--- src/rtl/pool_pkg.sv ---
package pool_pkg;

  typedef enum logic [1:0] {
    LOC_IDLE = 2'd0,
    LOC_RUN  = 2'd1,
    LOC_HOLD = 2'd2
  } loc_state_e;

  function automatic int idx_w(input int n);
    return (n > 1) ? $clog2(n) : 1;
  endfunction

endpackage

--- src/rtl/pool_rr_pick.sv ---
module pool_rr_pick #(
  parameter int N = 8,
  parameter int W = 3
) (
  input  logic [N-1:0] req,
  input  logic [W-1:0] ptr,
  output logic [N-1:0] gnt,
  output logic [W-1:0] idx,
  output logic         any
);
  always_comb begin
    gnt = '0;
    idx = '0;
    any = 1'b0;
    for (int k = 0; k < N; k++) begin
      int j;
      j = int'(ptr) + k;
      if (j >= N) j = j - N;
      if (!any && req[j]) begin
        any    = 1'b1;
        gnt[j] = 1'b1;
        idx    = W'(j);
      end
    end
  end
endmodule

--- src/rtl/pool_first_free.sv ---
module pool_first_free #(
  parameter int N = 4,
  parameter int W = 2
) (
  input  logic [N-1:0] free,
  output logic [N-1:0] pick,
  output logic [W-1:0] idx,
  output logic         any
);
  always_comb begin
    pick = '0;
    idx  = '0;
    any  = 1'b0;
    for (int k = 0; k < N; k++) begin
      if (!any && free[k]) begin
        any     = 1'b1;
        pick[k] = 1'b1;
        idx     = W'(k);
      end
    end
  end
endmodule

--- src/rtl/pool_busy_map.sv ---
module pool_busy_map #(
  parameter int N = 2
) (
  input  logic         clk,
  input  logic         rst_n,
  input  logic [N-1:0] start,
  input  logic [N-1:0] done,
  output logic [N-1:0] busy
);
  // a done on an idle unit clears nothing; a start only reaches idle units
  always_ff @(posedge clk) begin
    if (!rst_n) busy <= '0;
    else        busy <= (busy & ~done) | start;
  end
endmodule

--- src/rtl/pool_dispatch.sv ---
module pool_dispatch
  import pool_pkg::*;
#(
  parameter int NCH   = 8,
  parameter int NLOC  = 3,
  parameter int NRED  = 2,
  parameter int NCHN  = 1,
  parameter int CNT_W = 4,
  localparam int CH_W  = idx_w(NCH),
  localparam int LOC_W = idx_w(NLOC)
) (
  input  logic                   clk,
  input  logic                   rst_n,
  input  logic [NCH-1:0]         blk_valid,
  input  logic [NCH-1:0]         blk_nz,
  output logic [NCH-1:0]         blk_ready,
  output logic [NCH*LOC_W-1:0]   blk_unit,
  output logic [NLOC-1:0]        loc_start,
  output logic [CH_W-1:0]        loc_chan,
  input  logic [NLOC-1:0]        loc_done,
  input  logic [NLOC*CNT_W-1:0]  loc_errcnt,
  output logic [NRED-1:0]        red_start,
  input  logic [NRED-1:0]        red_done,
  output logic [NCHN-1:0]        chn_start,
  input  logic [NCHN-1:0]        chn_done,
  output logic [CH_W-1:0]        sol_chan,
  output logic [LOC_W-1:0]       sol_loc
);
  localparam int RED_W = idx_w(NRED);
  localparam int CHN_W = idx_w(NCHN);

  // ---------------- locator bookkeeping ----------------
  loc_state_e           loc_st_q  [NLOC];
  logic [CH_W-1:0]      loc_ch_q  [NLOC];
  logic [CNT_W-1:0]     loc_cnt_q [NLOC];
  logic [NLOC-1:0]      loc_free;
  logic [NLOC-1:0]      loc_hold;
  logic [NLOC-1:0]      loc_rel;

  always_comb begin
    for (int l = 0; l < NLOC; l++) begin
      loc_free[l] = (loc_st_q[l] == LOC_IDLE);
      loc_hold[l] = (loc_st_q[l] == LOC_HOLD);
    end
  end

  // ---------------- stage 1: channel to locator ----------------
  logic [CH_W-1:0]  ptr1_q;
  logic [NCH-1:0]   req1, gnt1, gnt1_eff;
  logic [CH_W-1:0]  idx1;
  logic             any1;
  logic [NLOC-1:0]  lf_pick;
  logic [LOC_W-1:0] lf_idx;
  logic             lf_any;
  logic             grant1;

  assign req1 = blk_valid & blk_nz;

  pool_rr_pick #(.N(NCH), .W(CH_W)) u_pick_ch (
    .req(req1), .ptr(ptr1_q), .gnt(gnt1), .idx(idx1), .any(any1)
  );

  pool_first_free #(.N(NLOC), .W(LOC_W)) u_free_loc (
    .free(loc_free), .pick(lf_pick), .idx(lf_idx), .any(lf_any)
  );

  assign grant1    = any1 & lf_any;
  assign gnt1_eff  = grant1 ? gnt1 : '0;
  assign blk_ready = (blk_valid & ~blk_nz) | gnt1_eff;
  assign loc_start = grant1 ? lf_pick : '0;
  assign loc_chan  = idx1;

  for (genvar c = 0; c < NCH; c++) begin : g_unit
    assign blk_unit[c*LOC_W +: LOC_W] = gnt1_eff[c] ? lf_idx : '0;
  end

  always_ff @(posedge clk) begin
    if (!rst_n)       ptr1_q <= '0;
    else if (grant1)  ptr1_q <= (idx1 == CH_W'(NCH-1)) ? '0 : idx1 + 1'b1;
  end

  // ---------------- solver pools ----------------
  logic [NRED-1:0]  red_busy, rf_pick;
  logic [RED_W-1:0] rf_idx;
  logic             rf_any;
  logic [NCHN-1:0]  chn_busy, cf_pick;
  logic [CHN_W-1:0] cf_idx;
  logic             cf_any;

  pool_busy_map #(.N(NRED)) u_busy_red (
    .clk(clk), .rst_n(rst_n), .start(red_start), .done(red_done), .busy(red_busy)
  );
  pool_busy_map #(.N(NCHN)) u_busy_chn (
    .clk(clk), .rst_n(rst_n), .start(chn_start), .done(chn_done), .busy(chn_busy)
  );
  pool_first_free #(.N(NRED), .W(RED_W)) u_free_red (
    .free(~red_busy), .pick(rf_pick), .idx(rf_idx), .any(rf_any)
  );
  pool_first_free #(.N(NCHN), .W(CHN_W)) u_free_chn (
    .free(~chn_busy), .pick(cf_pick), .idx(cf_idx), .any(cf_any)
  );

  // ---------------- stage 2: locator result to solver ----------------
  logic [LOC_W-1:0] ptr2_q;
  logic [NLOC-1:0]  elig, gnt2;
  logic [LOC_W-1:0] idx2;
  logic             any2;
  logic [CNT_W-1:0] win_cnt;
  logic             use_red, use_chn;

  always_comb begin
    for (int l = 0; l < NLOC; l++) begin
      elig[l] = loc_hold[l] &&
                ((loc_cnt_q[l] == '0) ||
                 (loc_cnt_q[l] == CNT_W'(1) && (rf_any || cf_any)) ||
                 (loc_cnt_q[l] >  CNT_W'(1) && cf_any));
    end
  end

  pool_rr_pick #(.N(NLOC), .W(LOC_W)) u_pick_loc (
    .req(elig), .ptr(ptr2_q), .gnt(gnt2), .idx(idx2), .any(any2)
  );

  always_comb begin
    win_cnt = '0;
    for (int l = 0; l < NLOC; l++)
      if (gnt2[l]) win_cnt = loc_cnt_q[l];
  end

  assign use_red   = any2 && (win_cnt == CNT_W'(1)) && rf_any;
  assign use_chn   = any2 && ((win_cnt > CNT_W'(1)) || ((win_cnt == CNT_W'(1)) && !rf_any));
  assign red_start = use_red ? rf_pick : '0;
  assign chn_start = use_chn ? cf_pick : '0;
  assign loc_rel   = gnt2;
  assign sol_loc   = idx2;

  always_comb begin
    sol_chan = '0;
    for (int l = 0; l < NLOC; l++)
      if (gnt2[l]) sol_chan = loc_ch_q[l];
  end

  always_ff @(posedge clk) begin
    if (!rst_n)     ptr2_q <= '0;
    else if (any2)  ptr2_q <= (idx2 == LOC_W'(NLOC-1)) ? '0 : idx2 + 1'b1;
  end

  // ---------------- per-locator state ----------------
  for (genvar l = 0; l < NLOC; l++) begin : g_loc
    always_ff @(posedge clk) begin
      if (!rst_n) begin
        loc_st_q[l]  <= LOC_IDLE;
        loc_ch_q[l]  <= '0;
        loc_cnt_q[l] <= '0;
      end else begin
        unique case (loc_st_q[l])
          LOC_IDLE: if (loc_start[l]) begin
            loc_st_q[l] <= LOC_RUN;
            loc_ch_q[l] <= idx1;
          end
          LOC_RUN: if (loc_done[l]) begin
            loc_st_q[l]  <= LOC_HOLD;
            loc_cnt_q[l] <= loc_errcnt[l*CNT_W +: CNT_W];
          end
          LOC_HOLD: if (loc_rel[l]) loc_st_q[l] <= LOC_IDLE;
          default: loc_st_q[l] <= LOC_IDLE;
        endcase
      end
    end
  end

endmodule

--- config.mk ---
export PLATFORM = sky130hd
export DESIGN_NAME = pool_dispatch
export DESIGN_NICKNAME = d
export VERILOG_FILES = /design/src/rtl/pool_pkg.sv /design/src/rtl/pool_rr_pick.sv /design/src/rtl/pool_first_free.sv /design/src/rtl/pool_busy_map.sv /design/src/rtl/pool_dispatch.sv
export SDC_FILE = /design/constraint.sdc
export NUM_CORES = 1
export LEC_CHECK = 0
export CORE_MARGIN = 3
export CORE_UTILIZATION = 35
export DETAILED_ROUTE_END_ITERATION = 6
export PLACE_DENSITY_LB_ADDON = 0.3
export SETUP_SLACK_MARGIN = 0.3
export SYNTH_ARGS = -nofsm -noshare
export SYNTH_HDL_FRONTEND = slang
export SYNTH_SLANG_ARGS = --single-unit
--- constraint.sdc ---
create_clock -name clk -period 5.4 [get_ports clk]
set_input_delay 0.81 -clock clk [delete_from_list [all_inputs] [get_ports clk]]
set_output_delay 0.81 -clock clk [all_outputs]
set_load 0.01 [all_outputs]
After elaboration in Yosys (flattened, before gate mapping). Memory sizes are Yosys's and may differ from the RTL's. Index checks and enable logic that the tools add are counted.

Output and inout bits: 38. Memory bits (writable): 27. Register bits after elaboration: 8. Memories kept: 3.

Equality and inequality tests: 12. Bitwise operators: 39. Reduce and logical (&&, ||, !) cells: 66. $add $sub $neg: 22. Magnitude comparators: 37. Mux-type cells: 194.

Memory list: loc_cnt_q (depth 3, bits a word 4, read ports 3, clocked after Yosys merged registers in 0, write ports 3, line pool_dispatch.sv:35) `logic [CNT_W-1:0] loc_cnt_q [NLOC];`; loc_ch_q (depth 3, bits a word 3, read ports 3, clocked after Yosys merged registers in 0, write ports 3, line pool_dispatch.sv:34) `logic [CH_W-1:0] loc_ch_q [NLOC];`; loc_st_q (depth 3, bits a word 2, read ports 3, clocked after Yosys merged registers in 0, write ports 3, line pool_dispatch.sv:33) `loc_state_e loc_st_q [NLOC];`.

Operators by type and width (number): 32-bit by 1-bit greater-or-equal comparator with 1-bit output (second input constant) (11); 32-bit two-way mux (11); 32-bit by 5-bit < comparator with 1-bit output (second input constant) (8); 32-bit by 5-bit greater-or-equal comparator with 1-bit output (second input constant) (7); 32-bit by 5-bit subtractor with 32-bit output (second input constant) (7); 1-bit two-way mux (101); 32-bit by 4-bit < comparator with 1-bit output (second input constant) (3); 8-bit two-way mux (9); 32-bit by 3-bit greater-or-equal comparator with 1-bit output (second input constant) (2); 8-bit OR (8); 32-bit by 3-bit subtractor with 32-bit output (second input constant) (2); 3-bit two-way mux (19); 2-bit two-way mux (26); 1-bit logical AND (36); 1-bit binary-select mux with 3-bit select (8); 1-bit demux with 3-bit select (8); 4-bit two-way mux (6); 1-bit OR (19); 3-bit by 3-bit adder with 4-bit output (second input constant) (4); 8-bit bitwise AND (2); 4-bit by 1-bit equality test with 1-bit output (second input constant) (4); 4-bit by 1-bit > comparator with 1-bit output (second input constant) (4); 1-bit logical NOT (13); 4-bit logical NOT (3); 25 further kinds (49).

Depth between registers and ports, before layout. Gate-level depths: netlist of run 1.

Depth after elaboration: 37. Gate-level depth with buffers: 15. Depth with buffers taken out: 13.

Hierarchy. A second synthesis of run 1 with hierarchy kept.

Cells, all modules: 459. Area, all modules: 3930.0 sq um.

By module, submodules not included: pool_dispatch (area each 1900.6 sq um, times used 1, cells an instance 203, seq. area each 910.9 sq um); pool_rr_pick at u_pick_ch (area each 1507.7 sq um, times used 1, cells an instance 192, seq. area each 0.0 sq um); pool_rr_pick at u_pick_loc (area each 299.0 sq um, times used 1, cells an instance 41, seq. area each 0.0 sq um); pool_busy_map at u_busy_red (area each 82.6 sq um, times used 1, cells an instance 6, seq. area each 40.0 sq um); pool_first_free at u_free_loc (area each 45.0 sq um, times used 1, cells an instance 6, seq. area each 0.0 sq um); pool_busy_map at u_busy_chn (area each 41.3 sq um, times used 1, cells an instance 3, seq. area each 20.0 sq um); pool_first_free at u_free_red (area each 27.5 sq um, times used 1, cells an instance 4, seq. area each 0.0 sq um); pool_first_free at u_free_chn (area each 26.3 sq um, times used 1, cells an instance 4, seq. area each 0.0 sq um).

Least setup slack after synthesis of run 1. Ideal clock, no wire load.

Path type: flip-flop to output port. Start point: reg ptr1_q[0]. End point: out blk_ready[1]. Slack: 0.983 ns. Path buffers: 4. Stages on the path, launching flop included: 14. Arrival: 3.607 ns. Cell sequence: dfxtp_1 buf_2 buf_1 clkinv_1 ha_1 xnor2_2 mux4_2 nor4_4 buf_6 clkbuf_1 nand3_1 a32oi_1 inv_1 o22ai_1.

Word-level cells in the longest chain between the ends: 30.

RTL lines: from (decl) (line pool_dispatch.sv:48) `logic [CH_W-1:0] ptr1_q;`; from (signal assigned) (line pool_dispatch.sv:79) `else if (grant1) ptr1_q <= (idx1 == CH_W'(NCH-1)) ? '0 : idx1 + 1'b1;`; parallel branches: the longest is 28 deep, another holds 32-bit by 5-bit subtractor with 32-bit output; 8-bit two-way mux * (line pool_dispatch.sv:68) `assign gnt1_eff = grant1 ? gnt1 : '0;`; 8-bit OR * (line pool_dispatch.sv:69) `assign blk_ready = (blk_valid & ~blk_nz) | gnt1_eff;`; to (decl) (line pool_dispatch.sv:16) `output logic [NCH-1:0] blk_ready,`.

Mark *: on every way between the ends. The select of a mux whose other input is x is not followed.

Final worst setup path of run 1.
Start point: reg ptr1_q[0]. End point: out blk_ready[4].

The elaborated chain is that of the path after synthesis.

==> results by group, run 1 <==
Run status
  – Status: finished, final reports clean

Logic synthesis
  – Synth top area share: 21.3%
  – Ys Warns: 0
  – Synth Net Count: 529
  – Netlist cell types: 68
  – Yosys top cell by area: edfxtp_1
  – EDFF count, synth: 27
  – Register area share after synthesis: 25.5%
  – Synth Cell Area: 3810 sq um
  – Synth Area per Inst: 7.97 sq um
  – Yosys reg bits: 35
  – Largest cells by area after synthesis: edfxtp_1 21%, mux4_2 8.3%, nor2_1 5.6%
  – Main synth FF type: edfxtp_1
  – Cells after synthesis: 478
  – Post-synthesis async set-or-reset flop share: 0%

Global routing
  – Number of global-route vias before repair: 3,874
  – Initial antenna violation count: 0
  – First-pass GRT wire length: 19.6 mm
  – Global Route Usage Sum: 20.4%
  – Final global-route overflow total: 0
  – Largest net degree at the start of global routing: 30

Timing
  – Fin. max-slew vios: 0
  – Final Setup Violations: 0
  – Final Hold Viols: 0
  – Setup ws final: 0.431 ns
  – Clock skew: 0.00695 ns
  – Fin crit share: 92.0%
  – Setup TNS: 0 ns
  – RSZ-0062 raised after global routing: false
  – Max-slew headroom: 52.8%
  – Worst slew pin tran: 0.708 ns
  – Tmin final: 4.97 ns
  – Max frequency: 201 MHz

Worst setup path
  – Crit. End Element: output port
  – Crit path max fanout: 12
  – FF-to-FF End: ptr1_q[2]
  – Cells along the critical path: buf_6 > clkinvlp_4 > ha_1 > xnor2_2 > mux4_2 > nor4_4 > nand2_2 > o41ai_2 > a22oi_1 > o22ai_1 > clkdlybuf4s50_1
  – Max stage delay on crit path: 0.62 ns
  – Critical path class: reg -> out
  – WP data required: 4.59 ns
  – Crit path max-delay family: buffers and inverters
  – Crit path arrival time: 4.16 ns
  – RR Startpoint: ptr1_q[0]
  – Crit start category: register
  – Reg2reg path depth: 14
  – R2R setup slack: 1.52 ns
  – Crit path buffers/inverters: 3
  – Crit-path slowest cell: mux4_2

Placement
  – Buffers on Ports: 73
  – Area of placed instances: 4680 sq um
  – Gpl congestion: 0.969
  – Dpl hpwl: 9.39 mm
  – Setup WS pre-CTS: 0.319 ns

Layout
  – Layout cells sized above 1: 10.7%
  – Most common cell after layout, fill and taps aside: clkdlybuf4s50_1
  – Fill cells: 1,042
  – Final core utilization: 46.8%
  – Antenna diode count: 0
  – Layout net count: 600
  – Finished Cell Area: 4890 sq um
  – Commonest cells after routing, fill and taps aside: 72 x clkdlybuf4s50_1, 57 x nor2_1, 39 x nand2_1, 29 x nand3_1, 27 x edfxtp_1
  – Area Overhead vs Synth: 28.5%

Clocking
  – CTS sink cnt: 35
  – CTS tree: done
  – Clk Latency, worst-skew pair: 0.29 ns
  – Cts-stage hold buffer count: 0
  – CTS clock-pin slew for the worst setup and hold paths: 0.07 ns
  – Cts bufs inserted: 5
  – Clock buffer depth: 2
  – Root buffer cell: clkbuf_8
  – H-tree levels: 2

Drt
  – Post-DRT Antenna Nets: 0
  – DRC viols: 0
  – First DRT Iteration DRCs: 317
  – Total Wirelength: 12.5 mm
  – Wire length per cell: 18.2 microns
  – Drt first pass iters: 5
  – Vias: 4,095
  – Vias per inst: 5.97

Power and ir drop
  – Logic pwr share: 80.0%
  – Leakage: 1.80 nW
  – Clock share of power: 6.0%
  – Peak supply drop: 0.278 mV
  – Flop pwr share: 14.0%
  – Switching Power: 0.00171 W
  – Tot Pwr: 0.00337 W
  – Switch share: 50.6%
  – Internal power: 0.00167 W
  – PD cells: 689 nW/um^2

Min path
  – Worst Hold Depth: 2
  – Critical hold path startpoint: ptr1_q[0]
  – Min-Delay Path Class: reg -> reg
  – Hold Path End: ptr1_q[0]

Floorplan
  – Initial Utilization: 36.4%
  – Die ar.: 12,200 sq um
  – Height of the die: 110 microns
  – Die width: 110 microns
  – Core area: 10,500 sq um
  – Row count: 37
  – Io pins: 74

Job
  – Max Cap Viol: 0
[cell usage after synthesis, drive strengths merged, types with 5 or more instances]
cell type and count:
a21oi 24, a22oi 5, a31oi 12, and2 19, buf 12, clkbuf 17, dfxtp 8, edfxtp 27
ha 15, inv 25, mux4 14, nand2 42, nand3 30, nand3b 5, nand4 15, nor2 57
nor2b 6, nor3 13, nor4 5, o211ai 7, o21a 11, o21ai 22, o22ai 13, o31ai 9
[worst reg2reg max path: stages (launching register included)]
cell        delay, ns
dfxtp_1          0.42
buf_6            0.19
clkinvlp_4       0.20
ha_1             0.31
xnor2_2          0.25
mux4_2           0.62
nor4_4           0.41
buf_12           0.22
a21oi_1          0.11
and3_1           0.20
o22ai_2          0.22
ha_1             0.20
ha_1             0.23
mux2i_1          0.13
nor2_1           0.05
[how the worst max path moves through the flow]
| stage | from | end | slack, ns | depth (start not counted) |
|---|---|---|---|---|
| final | ptr1_q[0] | blk_ready[4] | 0.43 | 11 |
| after global routing | ptr1_q[0] | blk_ready[5] | 0.28 | 12 |
| after CTS | ptr1_q[0] | loc_chan[1] | 0.31 | 11 |
| after detailed placement | blk_nz[6] | blk_ready[4] | 0.32 | 10 |
| after global placement | blk_nz[6] | blk_ready[4] | 0.32 | 10 |
| after floorplan | ptr1_q[0] | blk_ready[1] | 0.98 | 13 |
[sequential cells by signal, summed over array words and instances, names as in the netlist]
register	flops
u_busy_red.busy	2
ptr2_q	2
loc_cnt_q	12
loc_st_q	6
ptr1_q	3
u_busy_chn.busy	1
loc_ch_q	9
[metrics by stage]
stage,std cells,hold slack (ns)
after detailed placement,670,0.509
after floorplan,478,0.501
final,686,0.528
after CTS,678,0.520
after global routing,686,0.571
after global placement,670,0.493
[cell families after synthesis]
| group | count (synthesis) | synth area share, % |
|---|---|---|
| DFF | 35 | 25.5 |
| adders and majority gates | 17 | 5.45 |
| buffers and inverters | 57 | 6.24 |
| and+or+nand+nor | 215 | 28.9 |
| AOI/OAI and AO/OA | 131 | 23.0 |
| muxes | 18 | 9.33 |
| xor gates and xnor gates | 5 | 1.54 |
[power groups by stage]
stage / registers [W] / clock network [W] / logic, W
2_1_floorplan: 0.000456 / 0 / 0.00168
3_3_place_gp: 0.000471 / 0 / 0.00253
4_1_cts: 0.000469 / 0.000206 / 0.00258
3_5_place_dp: 0.000474 / 0 / 0.00255
5_1_grt: 0.000485 / 0.000218 / 0.00293
6_report: 0.000472 / 0.000201 / 0.00270
[final cells by class]
type                    instances  area, sq um  area share, %
repair buffers                 93          897           18.3
clock inverters                 1         8.76          0.179
flip-flops and latches         35          971           19.8
well taps                     136          170           3.48
inverters                      28          109           2.22
multi-input cells             386         2650           54.2
clock buffers                   7         86.3           1.76
[per-layer routing]
| layer | global-route usage, % | wire length, microns | share of wire [%] |
|---|---|---|---|
| met1 | 26.3 | 5190 | 42 |
| met2 | 34.4 | 5850 | 47 |
| met3 | 2.85 | 990 | 7.9 |
| met4 | 8.09 | 429 | 3.4 |
| met5 | 0 | 0 | 0 |
[repair_timing]
item / in CTS / in global routing
resized for setup: 2 / 10
setup buffers: 0 / 8
endpoints found under the setup margin: 4 / 30
pin swaps: 0 / 1
(Power assumes the default switching activity.)
==> run 2: changes to the inputs <==
- SLEW_MARGIN: default -> 20
==> results of run 2 <==
The final DEF is identical to that of run 1; final timing and power are the same.
==> run 3: changes to the inputs <==
- CORE_ASPECT_RATIO: default -> 1.4
- CTS_CLUSTER_SIZE: default -> 24
==> run 3 against run 2 <==
Effect of this change: via count up 1.0%; sequential power barely moved; sequential cell count unchanged; design area up 0.54%; combinational power about the same; core utilization barely moved; power is 2.9% higher; sequential share of layout area decreased by 0.11 points; wire length rose by 3.1%; non-clock buffer count is 2 lower; fmax rose by 0.16%; first-iteration DRC count is 29% lower; largest power group unchanged; highest routed layer unchanged.
==> results by group, run 3 (synthesis results as in run 1) <==
Clocking
  – CTS sink cnt: 35 (unchanged)
  – H-tree levels: 2 (unchanged)
  – Clk Latency, worst-skew pair: 0.27 ns (-0.02 ns)
  – CTS clock-pin slew for the worst setup and hold paths: 0.05 ns (-0.02 ns)
  – Cts bufs inserted: 5 (unchanged)
  – Clock buffer depth: 2 (unchanged)
  – CTS tree: done
  – Root buffer cell: clkbuf_16

Timing
  – Final Hold Viols: 0 (unchanged)
  – Max-slew headroom: 56.6% (+3.8 points)
  – Setup TNS: 0 ns (unchanged)
  – Fin crit share: 91.9% (-0.14 points)
  – Final Setup Violations: 0 (unchanged)
  – Tmin final: 4.96 ns (-0.00777 ns)
  – Clock skew: 0.00395 ns (-0.00301 ns)
  – Fin. max-slew vios: 0 (unchanged)
  – Hold slack: 0.587 ns (+0.0591 ns)
  – Worst slew pin tran: 0.649 ns (-0.0581 ns)
  – RSZ-0062 raised after global routing: true
  – Max frequency: 202 MHz (+0.16%)

Floorplan
  – Core area: 10,500 sq um (+0.50%)
  – Die ar.: 12,200 sq um (+0.15%)
  – Die width: 94.2 microns (-15%)
  – Initial Utilization: 36.2% (-0.18 points)
  – Row count: 44 (+19%)
  – Height of the die: 129 microns (+17%)
  – Io pins: 74 (unchanged)

Drt
  – Vias per inst: 6.03 (+1.0%)
  – DRC viols: 0 (unchanged)
  – Wire length per cell: 18.7 microns (+3.1%)
  – First DRT Iteration DRCs: 225 (-29%)
  – Post-DRT Antenna Nets: 0 (unchanged)
  – Total Wirelength: 12.8 mm (+3.1%)
  – Drt first pass iters: 6 (+1)
  – Vias: 4,137 (+1.0%)

Power and ir drop
  – Tot Pwr: 0.00347 W (+2.9%)
  – Peak supply drop: 0.544 mV (+96%)
  – Leakage: 1.82 nW (+0.81%)
  – PD cells: 705 nW/um^2 (+2.3%)

Min path
  – Hold Path End: ptr1_q[0]
  – Min-Delay Path Class: reg -> reg
  – Critical hold path startpoint: ptr1_q[0]
  – Worst Hold Depth: 2 (unchanged)

Layout
  – Layout cells sized above 1: 9.67% (-1.1 points)
  – Fill cells: 975 (-6.4%)
  – Largest register by flop count: loc_cnt_q
  – Final core utilization: 46.8% (about the same)
  – Commonest cells after routing, fill and taps aside: 72 x clkdlybuf4s50_1, 57 x nor2_1, 39 x nand2_1, 29 x nand3_1, 27 x edfxtp_1
  – Area Overhead vs Synth: 29.2%
  – Top flop regs: loc_cnt_q x12, loc_ch_q x9, loc_st_q x6
  – Layout net count: 598 (-0.33%)
  – Number of flip-flops in the largest register: 12 (unchanged)
  – Most common cell after layout, fill and taps aside: clkdlybuf4s50_1
  – Finished Cell Area: 4920 sq um (+0.54%)
  – Antenna diode count: 0 (unchanged)

Global routing
  – Number of global-route vias before repair: 3,938 (+1.7%)
  – Global Route Usage Sum: 21.1% (+0.72 points)
  – Initial antenna violation count: 0 (unchanged)
  – Final global-route overflow total: 0 (unchanged)
  – First-pass GRT wire length: 20.1 mm (+2.3%)
  – Largest net degree at the start of global routing: 40 (+33%)

Placement
  – Area of placed instances: 4700 sq um (+0.43%)
  – Gpl congestion: 0.992 (+2.4%)
  – Dpl hpwl: 10.3 mm (+9.2%)
  – Buffers on Ports: 73 (unchanged)

Worst setup path
  – RR Startpoint: ptr1_q[0]
  – Crit path max fanout: 5 (-7)
  – Crit. End Element: output port
  – R2R setup slack: 1.54 ns (+0.02 ns)
  – Crit start category: register
  – Crit path arrival time: 4.15 ns (about the same)
  – Reg2reg path depth: 13 (-1)
  – Critical path class: reg -> out
  – FF-to-FF End: ptr1_q[2]
  – WP data required: 4.59 ns (about the same)

Job
  – Max Cap Viol: 0 (unchanged)

Run status
  – Status: finished, final reports clean
-- run 3: layout make-up --
| class | count | area (sq um) | share of cell area, % |
|---|---|---|---|
| clock buffer | 8 | 158 | 3.20 |
| tap | 138 | 173 | 3.51 |
| sequential | 35 | 971 | 19.7 |
| inverter | 28 | 105 | 2.14 |
| multi-input combinational | 386 | 2640 | 53.6 |
| timing repair buffer | 91 | 876 | 17.8 |
-- run 3: power breakdown --
| group | switching, W | internal (W) | leakage [nW] |
|---|---|---|---|
| combinational | 0.00156 | 0.00114 | 1.39 |
| sequential | 0.0000689 | 0.000403 | 0.353 |
| clock | 0.0000969 | 0.000199 | 0.0763 |
| total | 0.00173 | 0.00174 | 1.82 |
-- run 3: worst max-delay path by stage --
| stage | depth (start not counted) | endpoint | start | slack (ns) |
|---|---|---|---|---|
| 2_1_floorplan | 13 | blk_ready[1] | ptr1_q[0] | 0.98 |
| 3_3_place_gp | 11 | blk_unit[8] | blk_nz[2] | 0.39 |
| 3_5_place_dp | 11 | blk_ready[2] | blk_valid[6] | 0.34 |
| 4_1_cts | 11 | blk_ready[2] | blk_valid[6] | 0.33 |
| 5_1_grt | 11 | blk_ready[6] | blk_nz[6] | 0.27 |
| 6_report | 10 | blk_ready[1] | ptr1_q[0] | 0.44 |
-- run 3: layer usage --
layer / routed length (microns) / track usage (%) / up-vias
met1: 4370 / 21.5 / 1923
met3: 792 / 2.09 / 51
met5: 0 / 0 / -
met2: 6920 / 40.9 / 222
li1: - / - / 1941
met4: 765 / 11.9 / 0
-- run 3: what timing repair did --
item / 4_1_cts / 5_1_grt
buffers inserted: 0 / 2
hold buffers: 0 / 0
gates resized for setup: 0 / 11
endpoints found under the setup margin: 0 / 27
-- run 3: through the flow --
stage | setup slack (ns) | std cells
floorplan | 0.983 | 478
global placement | 0.391 | 676
detailed placement | 0.340 | 676
CTS | 0.333 | 684
global route | 0.268 | 686
finish | 0.439 | 686
-- run 3: critical path, stage by stage (launching register included) --
cell and delay, ns:
dfxtp_1 0.47, clkinv_1 0.18, ha_1 0.28, xor2_1 0.45, mux4_2 0.63, nor4b_1 0.46, a32oi_1 0.26, a32oi_1 0.30
inv_1 0.13, o22ai_1 0.12, clkdlybuf4s50_1 0.58
